File: config.mk
export PLATFORM = sky130hd
export DESIGN_NAME = tlb_nru
export DESIGN_NICKNAME = d
export VERILOG_FILES = /design/src/rtl/tlb_nru.sv
export SDC_FILE = /design/constraint.sdc
export NUM_CORES = 2
export LEC_CHECK = 0
export BUFFER_PORTS_ARGS = -buffer_cell sky130_fd_sc_hd__buf_2
export CORE_MARGIN = 2
export CORE_UTILIZATION = 51
export DETAILED_ROUTE_END_ITERATION = 8
export GPL_TIMING_DRIVEN = 0
export HOLD_SLACK_MARGIN = 0.15
export PLACE_DENSITY = 0.81
export SYNTH_ARGS = -nofsm -noshare
export SYNTH_HDL_FRONTEND = slang
export SYNTH_SLANG_ARGS = --single-unit
File: constraint.sdc
create_clock -name clk -period 12.24 [get_ports clk]
set_input_delay 0.612 -clock clk [delete_from_list [all_inputs] [get_ports clk]]
set_output_delay 0.612 -clock clk [all_outputs]
set_load 0.05 [all_outputs]
File: src/rtl/tlb_nru.sv
module tlb_nru #(
  parameter int ENTRIES = 16,
  parameter int VA_W    = 40,
  parameter int PART_W  = 3,
  parameter int CTX_W   = 13,
  parameter int DATA_W  = 32,
  localparam int IW     = (ENTRIES > 1) ? $clog2(ENTRIES) : 1
) (
  input  logic              clk,
  input  logic              rst_n,
  input  logic              lk_valid,
  input  logic [VA_W-1:0]   lk_va,
  input  logic [PART_W-1:0] lk_part,
  input  logic [CTX_W-1:0]  lk_ctx,
  input  logic              lk_real,
  input  logic              lk_probe,
  output logic              lk_done,
  output logic              lk_hit,
  output logic [IW-1:0]     lk_idx,
  output logic [DATA_W-1:0] lk_data,
  input  logic              cmd_valid,
  output logic              cmd_ready,
  input  logic [2:0]        cmd_op,
  input  logic [VA_W-1:0]   cmd_va,
  input  logic [PART_W-1:0] cmd_part,
  input  logic [CTX_W-1:0]  cmd_ctx,
  input  logic              cmd_real,
  input  logic [1:0]        cmd_size,
  input  logic              cmd_lock,
  input  logic [DATA_W-1:0] cmd_data,
  input  logic [IW-1:0]     cmd_idx,
  input  logic              cmd_auto,
  input  logic [IW-1:0]     dg_idx,
  output logic [63:0]       dg_tag,
  output logic [DATA_W-1:0] dg_data,
  output logic              dg_used
);

  localparam logic [2:0] OP_INS  = 3'd0;
  localparam logic [2:0] OP_DPG  = 3'd1;
  localparam logic [2:0] OP_DCTX = 3'd2;
  localparam logic [2:0] OP_DALL = 3'd3;
  localparam logic [2:0] OP_FLSH = 3'd4;

  logic [ENTRIES-1:0] vld, used, lock, rflag;
  logic [VA_W-1:0]    base [ENTRIES];
  logic [1:0]         szc  [ENTRIES];
  logic [PART_W-1:0]  part [ENTRIES];
  logic [CTX_W-1:0]   ctx  [ENTRIES];
  logic [DATA_W-1:0]  dat  [ENTRIES];
  logic [IW-1:0]      last_rep;

  function automatic logic [VA_W-1:0] pmask(input logic [1:0] s);
    return {VA_W{1'b1}} << (13 + 3 * int'(s));
  endfunction

  function automatic logic [ENTRIES-1:0] touch(input logic [ENTRIES-1:0] u,
                                               input logic [ENTRIES-1:0] lk,
                                               input logic [IW-1:0] idx);
    logic [ENTRIES-1:0] oh, n;
    oh = '0;
    oh[idx] = 1'b1;
    n = u | oh;
    if (&n) n = (n & lk) | oh;
    return n;
  endfunction

  assign cmd_ready = !lk_valid;
  wire cmd_fire = cmd_valid && cmd_ready;
  wire ins_fire = cmd_fire && (cmd_op == OP_INS);

  logic [ENTRIES-1:0] lk_match, pg_match, conflict, ctx_sel, part_sel, left;

  always_comb begin
    for (int i = 0; i < ENTRIES; i++) begin
      lk_match[i] = vld[i] && part[i] == lk_part && rflag[i] == lk_real &&
                    (lk_real || ctx[i] == lk_ctx) &&
                    ((lk_va & pmask(szc[i])) == base[i]);
      pg_match[i] = vld[i] && part[i] == cmd_part && rflag[i] == cmd_real &&
                    (cmd_real || ctx[i] == cmd_ctx) &&
                    ((cmd_va & pmask(szc[i])) == base[i]);
      conflict[i] = vld[i] && part[i] == cmd_part && rflag[i] == cmd_real &&
                    (cmd_real || ctx[i] == cmd_ctx) &&
                    (((base[i] ^ cmd_va) &
                      pmask((szc[i] > cmd_size) ? szc[i] : cmd_size)) == '0);
      ctx_sel[i]  = vld[i] && part[i] == cmd_part && ctx[i] == cmd_ctx;
      part_sel[i] = vld[i] && part[i] == cmd_part && !lock[i];
    end
  end

  assign left = vld & ~conflict;

  logic          hit;
  logic [IW-1:0] hidx;
  always_comb begin
    hit  = 1'b0;
    hidx = '0;
    for (int i = ENTRIES - 1; i >= 0; i--)
      if (lk_match[i]) begin
        hit  = 1'b1;
        hidx = IW'(i);
      end
  end

  logic          have_free, rr_found;
  logic [IW-1:0] free_idx, rr_idx, tgt;
  always_comb begin
    have_free = 1'b0;
    free_idx  = '0;
    for (int i = ENTRIES - 1; i >= 0; i--)
      if (!left[i]) begin
        have_free = 1'b1;
        free_idx  = IW'(i);
      end
    rr_found = 1'b0;
    rr_idx   = IW'(ENTRIES - 1);
    for (int k = ENTRIES - 1; k >= 1; k--)
      if (!lock[(int'(last_rep) + k) % ENTRIES]) begin
        rr_found = 1'b1;
        rr_idx   = IW'((int'(last_rep) + k) % ENTRIES);
      end
  end

  assign tgt = !cmd_auto ? cmd_idx : (have_free ? free_idx : rr_idx);
  wire upd_last = cmd_auto && !have_free && rr_found;

  logic [ENTRIES-1:0] vld_n, used_n, lock_n, kill, oh_t;
  always_comb begin
    vld_n  = vld;
    used_n = used;
    lock_n = lock;
    kill   = '0;
    oh_t   = '0;
    oh_t[tgt] = 1'b1;
    if (lk_valid) begin
      if (hit && !lk_probe) used_n = touch(used, lock, hidx);
    end else if (cmd_valid) begin
      case (cmd_op)
        OP_INS: begin
          vld_n  = left | oh_t;
          lock_n = (lock & ~conflict & ~oh_t) | (cmd_lock ? oh_t : '0);
          used_n = touch(used & ~conflict, lock_n, tgt);
        end
        OP_DPG:  kill = pg_match;
        OP_DCTX: kill = ctx_sel;
        OP_DALL: kill = part_sel;
        OP_FLSH: kill = '1;
        default: ;
      endcase
    end
    vld_n  = vld_n & ~kill;
    used_n = used_n & ~kill;
    lock_n = lock_n & ~kill;
  end

  always_ff @(posedge clk or negedge rst_n) begin
    if (!rst_n) begin
      vld      <= '0;
      used     <= '0;
      lock     <= '0;
      last_rep <= '0;
      lk_done  <= 1'b0;
      lk_hit   <= 1'b0;
      lk_idx   <= '0;
      lk_data  <= '0;
    end else begin
      vld     <= vld_n;
      used    <= used_n;
      lock    <= lock_n;
      lk_done <= lk_valid;
      lk_hit  <= lk_valid && hit;
      lk_idx  <= (lk_valid && hit) ? hidx : '0;
      lk_data <= (lk_valid && hit) ? dat[hidx] : '0;
      if (ins_fire && upd_last) last_rep <= tgt;
    end
  end

  always_ff @(posedge clk) begin
    if (ins_fire) begin
      base[tgt]  <= cmd_va & pmask(cmd_size);
      szc[tgt]   <= cmd_size;
      part[tgt]  <= cmd_part;
      ctx[tgt]   <= cmd_ctx;
      rflag[tgt] <= cmd_real;
      dat[tgt]   <= cmd_data;
    end
  end

  wire dg_ok = (int'(dg_idx) < ENTRIES) && vld[dg_idx];
  assign dg_tag  = dg_ok ? {3'(part[dg_idx]), rflag[dg_idx], 2'b00, ~szc[dg_idx],
                            56'(base[dg_idx]) | 56'(ctx[dg_idx])} : '1;
  assign dg_data = dg_ok ? dat[dg_idx] : '1;
  assign dg_used = (int'(dg_idx) < ENTRIES) && used[dg_idx];


  hit_marks_used_chk: assert property (@(posedge clk) disable iff (!rst_n)
    (lk_done && lk_hit && !$past(lk_probe)) |-> used[lk_idx]);

  hit_entry_valid_chk: assert property (@(posedge clk) disable iff (!rst_n)
    (lk_done && lk_hit) |-> vld[lk_idx]);

  used_implies_valid_chk: assert property (@(posedge clk) disable iff (!rst_n)
    (used & ~vld) == '0);

  dall_spares_locked_chk: assert property (@(posedge clk) disable iff (!rst_n)
    $past(cmd_fire && cmd_op == OP_DALL) |-> (($past(vld & lock) & ~vld) == '0));

  flush_empties_chk: assert property (@(posedge clk) disable iff (!rst_n)
    $past(cmd_fire && cmd_op == OP_FLSH) |-> (vld == '0 && used == '0));

  indexed_ins_chk: assert property (@(posedge clk) disable iff (!rst_n)
    $past(ins_fire && !cmd_auto) |-> vld[$past(cmd_idx)]);

endmodule

==> results of run 1 <==
==> cells by family after synthesis <==
logic type | share of synthesized area
xor gates and xnor gates | 0.1311
AOI/OAI and AO/OA | 0.1095
other | 0.00003635
DFF | 0.4456
buffers and inverters | 0.03852
adders and majority gates | 0.02753
and+or+nand+nor | 0.1356
muxes | 0.1122
==> metrics by stage <==
stage                     setup slack (ps)  cells  hold WS (ps)
after floorplan                      712.4   9227         316.4
after CTS                             2903  12600         156.5
after global placement              -15670  12130         609.7
after detailed placement              2052  12240         638.8
==> cell usage after synthesis, types with 208 or more instances <==
| master | count | area (sq um) |
|---|---|---|
| mux4_2 | 368 | 8288 |
| inv_1 | 244 | 915.9 |
| nor2_1 | 570 | 2140 |
| nor3_1 | 254 | 1271 |
| o21ai_0 | 280 | 1401 |
| ha_1 | 227 | 2840 |
| xnor2_1 | 717 | 6280 |
| nand4_1 | 241 | 1508 |
| nand2_1 | 416 | 1562 |
| nand3_1 | 208 | 1041 |
| nor4_1 | 241 | 1508 |
| clkbuf_1 | 442 | 1659 |
| edfxtp_1 | 1456 | 43720 |
| a21oi_1 | 370 | 1852 |
| xor2_1 | 822 | 7199 |
==> routing by layer <==
| metal | track usage | GRT overflow |
|---|---|---|
| met1 | 0.7548 | 0 |
| met2 | 0.8834 | 18 |
| met3 | 0.5949 | 0 |
| met4 | 0.7040 | 14 |
| met5 | 0.3097 | 0 |
==> timing repair <==
item                                    in CTS
hold buffers                                39
hold endpoints to repair                   594
endpoints found under the setup margin       0
==> results by group, run 1 <==
Global route
  • Vias in the first global route: 103600
  • First-pass GRT wire length: 1009000 microns
  • Gr ovfl total: 32
  • GRT Overall Usage: 0.7370
  • Largest net degree at the start of global routing: 65

Run status
  • Error msg: [ERROR GRT-0116] Global routing finished with congestion. Check the congestion regions in the DRC Viewer.
  • Fail Step: global routing
  • Status: stopped before the end

Clock tree
  • Clock sinks: 1546
  • Post_cts resized: 0
  • CTS root buffer: clkbuf_16
  • Longest Clk Path Bufs: 3
  • Post-CTS Setup Bufs: 0
  • CTS Buf Count: 172
  • H-Tree Depth: 4

Floorplan
  • Starting Density: 0.5115
  • Die height: 453.8 microns
  • I/O pin total: 302
  • Die W: 453.8 microns
  • Rows: 165

Logic synthesis
  • Post-synth EDFFs: 1456
  • Post-synthesis cell count: 9196
  • Syn avg cell area: 11.22 sq um
  • Register bit total from synthesis: 1546
  • Ys flop type: edfxtp_1
  • Async set or reset register ratio after synthesis: 0.05821
  • YS warnings: 0
  • Mapped Area: 103200 sq um
  • Post-synthesis sequential area ratio: 0.4456
  • Distinct cells, synth: 106

Placement
  • Number of port buffers: 230
  • Area after DPL: 109900 sq um
  • Dpl hpwl: 527500 microns
  • GPL Wtd Cong: 1.323
==> inputs of run 2 (changes only) <==
- CORE_UTILIZATION: 51 -> 36
- HOLD_SLACK_MARGIN: 0.15 -> unset
- PLACE_DENSITY: 0.81 -> unset
- PLACE_DENSITY_LB_ADDON: unset -> 0.15
- clock period: 12.24 -> 15.9 ns (I/O delays scaled with it)
==> results by group, run 2 <==
Placement
  • Number of port buffers: 230
  • Area after DPL: 112100 sq um
  • Dpl hpwl: 622400 microns
  • GPL Wtd Cong: 1.154

Logic synthesis
  • Top-area cell type share of the netlist area: 0.4238
  • Synth Area in XOR/XNOR: 0.1311
  • Mux cell area share after synthesis: 0.1122
  • Synth cell count leaders: edfxtp_1, xor2_1, xnor2_1
  • Register bit total from synthesis: 1546
  • Post-synthesis simple-gate area fraction: 0.1356
  • Distinct cells, synth: 106
  • Post-synthesis adder-cell area fraction: 0.02753
  • YS warnings: 0
  • Synth Area in Compound Gates: 0.1095
  • Main combinational cell family by area after synthesis: simple AND/OR/NAND/NOR gates
  • Post-synthesis sequential area ratio: 0.4456
  • Post-synthesis cell count: 9196
  • Cell with the most instances after synthesis: edfxtp_1
  • Synth area leaders: edfxtp_1, mux4_2, xor2_1
  • Ys flop type: edfxtp_1
  • Largest area contributor in the netlist: edfxtp_1
  • Async set or reset register ratio after synthesis: 0.05821
  • Mapped Area: 103200 sq um
  • Syn avg cell area: 11.22 sq um
  • Post-synth EDFFs: 1456

Min path
  • Hold Crit Class: in2reg
  • Worst Hold Launch: lk_valid
  • Hold depth: 1
  • Worst Hold End: lk_done

Timing
  • Final setup viols: 0
  • Slew @ Worst Pin: 1794 ps
  • Fin. max-slew vios: 373
  • Post-route minimum period: 11210 ps
  • Worst relative slew slack: -0.1957
  • Final Cycle Share: 0.7052
  • Upper clock frequency limit: 89.18 MHz
  • RSZ-0062 raised after global routing: no
  • Max Clock Skew: 111.1 ps
  • Hold Fails Final Rpt: 0
  • Hold WS: 5.838 ps

Finish
  • Area growth syn-to-layout: 15.19%
  • Most frequent cells in the layout: edfxtp_1, xor2_1, xnor2_1
  • Fillers: 27250
  • Largest regs: base: 640 flops, dat: 512 flops, ctx: 208 flops
  • Post-route cell area: 118800 sq um
  • Max reg flops: 640
  • Leading cell type in the layout, fill and taps excluded: edfxtp_1
  • Final nets: 10200
  • Most flops, register: base
  • Fraction of layout cells with a size suffix above 1: 0.1652

Routing
  • Iter 0 DRT Violations: 18560
  • Router iterations before antenna repair: 8
  • Antenna violation net count after detailed routing: 0
  • # DRC: 0
  • WL/cell: 58.51 microns
  • Drt total wl: 809700 microns
  • Vias per inst: 7.289
  • Number of vias in the routed layout: 100900

Floorplan
  • Die W: 539.4 microns
  • Rows: 196
  • Die height: 539.4 microns
  • Starting Density: 0.3618
  • Core Region: 285200 sq um
  • I/O pin total: 302
  • Full die area: 290900 sq um

Clock tree
  • Longest Clk Path Bufs: 4
  • Worst skew pair latency: 990 ps
  • H-Tree Depth: 4
  • Clk slew on worst S/H paths: 60 ps
  • CTS tree: yes
  • Clock sinks: 1546
  • CTS root buffer: clkbuf_16
  • Post_cts resized: 0
  • CTS Buf Count: 188

Pwr
  • Switching share of power: 0.3175
  • P_sw: 3476 uW
  • Max IR drop VDD: 0.00009950 V
  • Cell leakage power: 0.03900 uW
  • Power Density: 92.10 nW/um^2
  • Clock share of power: 0.421
  • Flop pwr share: 0.416
  • Internal: 7470 uW
  • Gate power share: 0.163

Run status
  • Status: finished, violations left
  • Violated checks: capacitance limit, slew limit

Global route
  • GRT Overall Usage: 0.5394
  • Initial antenna violation count: 151
  • First-pass GRT wire length: 1009000 microns
  • Vias in the first global route: 91070
  • Largest net degree at the start of global routing: 67
  • Gr ovfl total: 0

Setup path
  • Reg2Reg Setup Slack: 4690 ps
  • Worst r2r src: szc[12][0]
  • Worst endpoint required time: 16490 ps
  • Reg-to-reg critical path endpoint: base[0][21]
  • Worst setup EP type: flip-flop
  • Startpoint types: flip-flop
  • FF-to-FF path depth: 22
  • Critical path peak fanout: 10
  • Data arrival time of the worst path: 11800 ps
  • Critical path class: reg2reg

Job
  • Max cap viols: 50
## run 2: cell counts after synthesis
No cell type changed its count.
## run 2: power by group through the flow
stage,sequential [uW],clock [uW],combinational [uW]
2_1_floorplan,4580,0,825
3_3_place_gp,4630,0,1620
3_5_place_dp,4630,0,1660
4_1_cts,4540,4550,1660
5_1_grt,4540,4690,1740
6_report,4550,4610,1790
## run 2: timing repair
| action | 4_1_cts | 5_1_grt |
|---|---|---|
| endpoints found under the hold margin | 24 | 0 |
| buffers inserted | 0 | 0 |
| hold buffers | 1 | 0 |
## run 2: cell families after synthesis
family                   Yosys count
other                              1
XOR/XNOR                        1542
multiplexers                     678
AND/OR/NAND/NOR                 2612
buffers and inverters            939
AO/OA/AOI/OAI                   1651
adder cells (fa/ha/maj)          227
flip-flops                      1546
## run 2: how the worst max path moves through the flow
stage                      startpoint      endpoint  slack (ps)  cells past startpoint
final                      szc[12][0]   base[0][21]        4690                     22
after global routing        szc[4][1]      used[13]        5110                     21
after CTS                 cmd_size[0]     szc[9][0]        5650                     16
after detailed placement  cmd_size[0]     szc[9][0]        4810                     16
after global placement    cmd_size[1]  base[14][20]      -21190                     16
after floorplan           cmd_size[1]   base[14][0]        1690                     15
## run 2: critical path: stages, from the launching register on
cell	delay (ps)
edfxtp_1	1290
inv_1	510
ha_1	450
a22oi_1	180
o32ai_1	110
a21oi_1	470
inv_1	140
ha_1	580
a41oi_2	1060
o21ai_0	750
a31oi_1	1030
nand4_1	600
a211oi_1	560
o41ai_2	230
nor2_1	520
nand2_1	230
nor3_2	720
buf_6	290
buf_6	190
buf_6	200
buf_6	200
buf_4	250
buf_6	210
## run 2: routing by layer
metal | vias up | GRT usage | part of all wire
met4 | 64 | 0.5121 | 0.12
met3 | 3134 | 0.2654 | 0.15
li1 | 36260 | - | -
met2 | 10460 | 0.7451 | 0.40
met5 | - | 0.01923 | 0.0016
met1 | 50950 | 0.5972 | 0.34
## run 2: metrics by stage
stage | cells | setup TNS (ps) | setup slack (ps) | total power, uW | util
after floorplan | 9227 | 0 | 1688 | 5405 | -
after global placement | 13220 | -9900570 | -21190 | 6254 | 0.3827
after detailed placement | 13370 | 0 | 4808 | 6286 | 0.3932
after CTS | 13720 | 0 | 5649 | 10750 | 0.4152
after global routing | 13740 | 0 | 5108 | 10980 | 0.4158
final | 13840 | 0 | 4687 | 10950 | 0.4167
## run 2: cell type report
class                      count  area [sq um]  share of cell area
antenna                      114         285.3            0.002400
clock buffer                 241          5015             0.04220
buffer                       690          3206             0.02697
multi-input combinational   6742         53920              0.4537
sequential                  1546         45970              0.3868
clock inverter               106          1251             0.01053
timing repair buffer         388          3515             0.02957
tap                         3762          4707             0.03961
inverter                     249         974.7            0.008201
No activity file was read; power rests on OpenSTA's default activity.
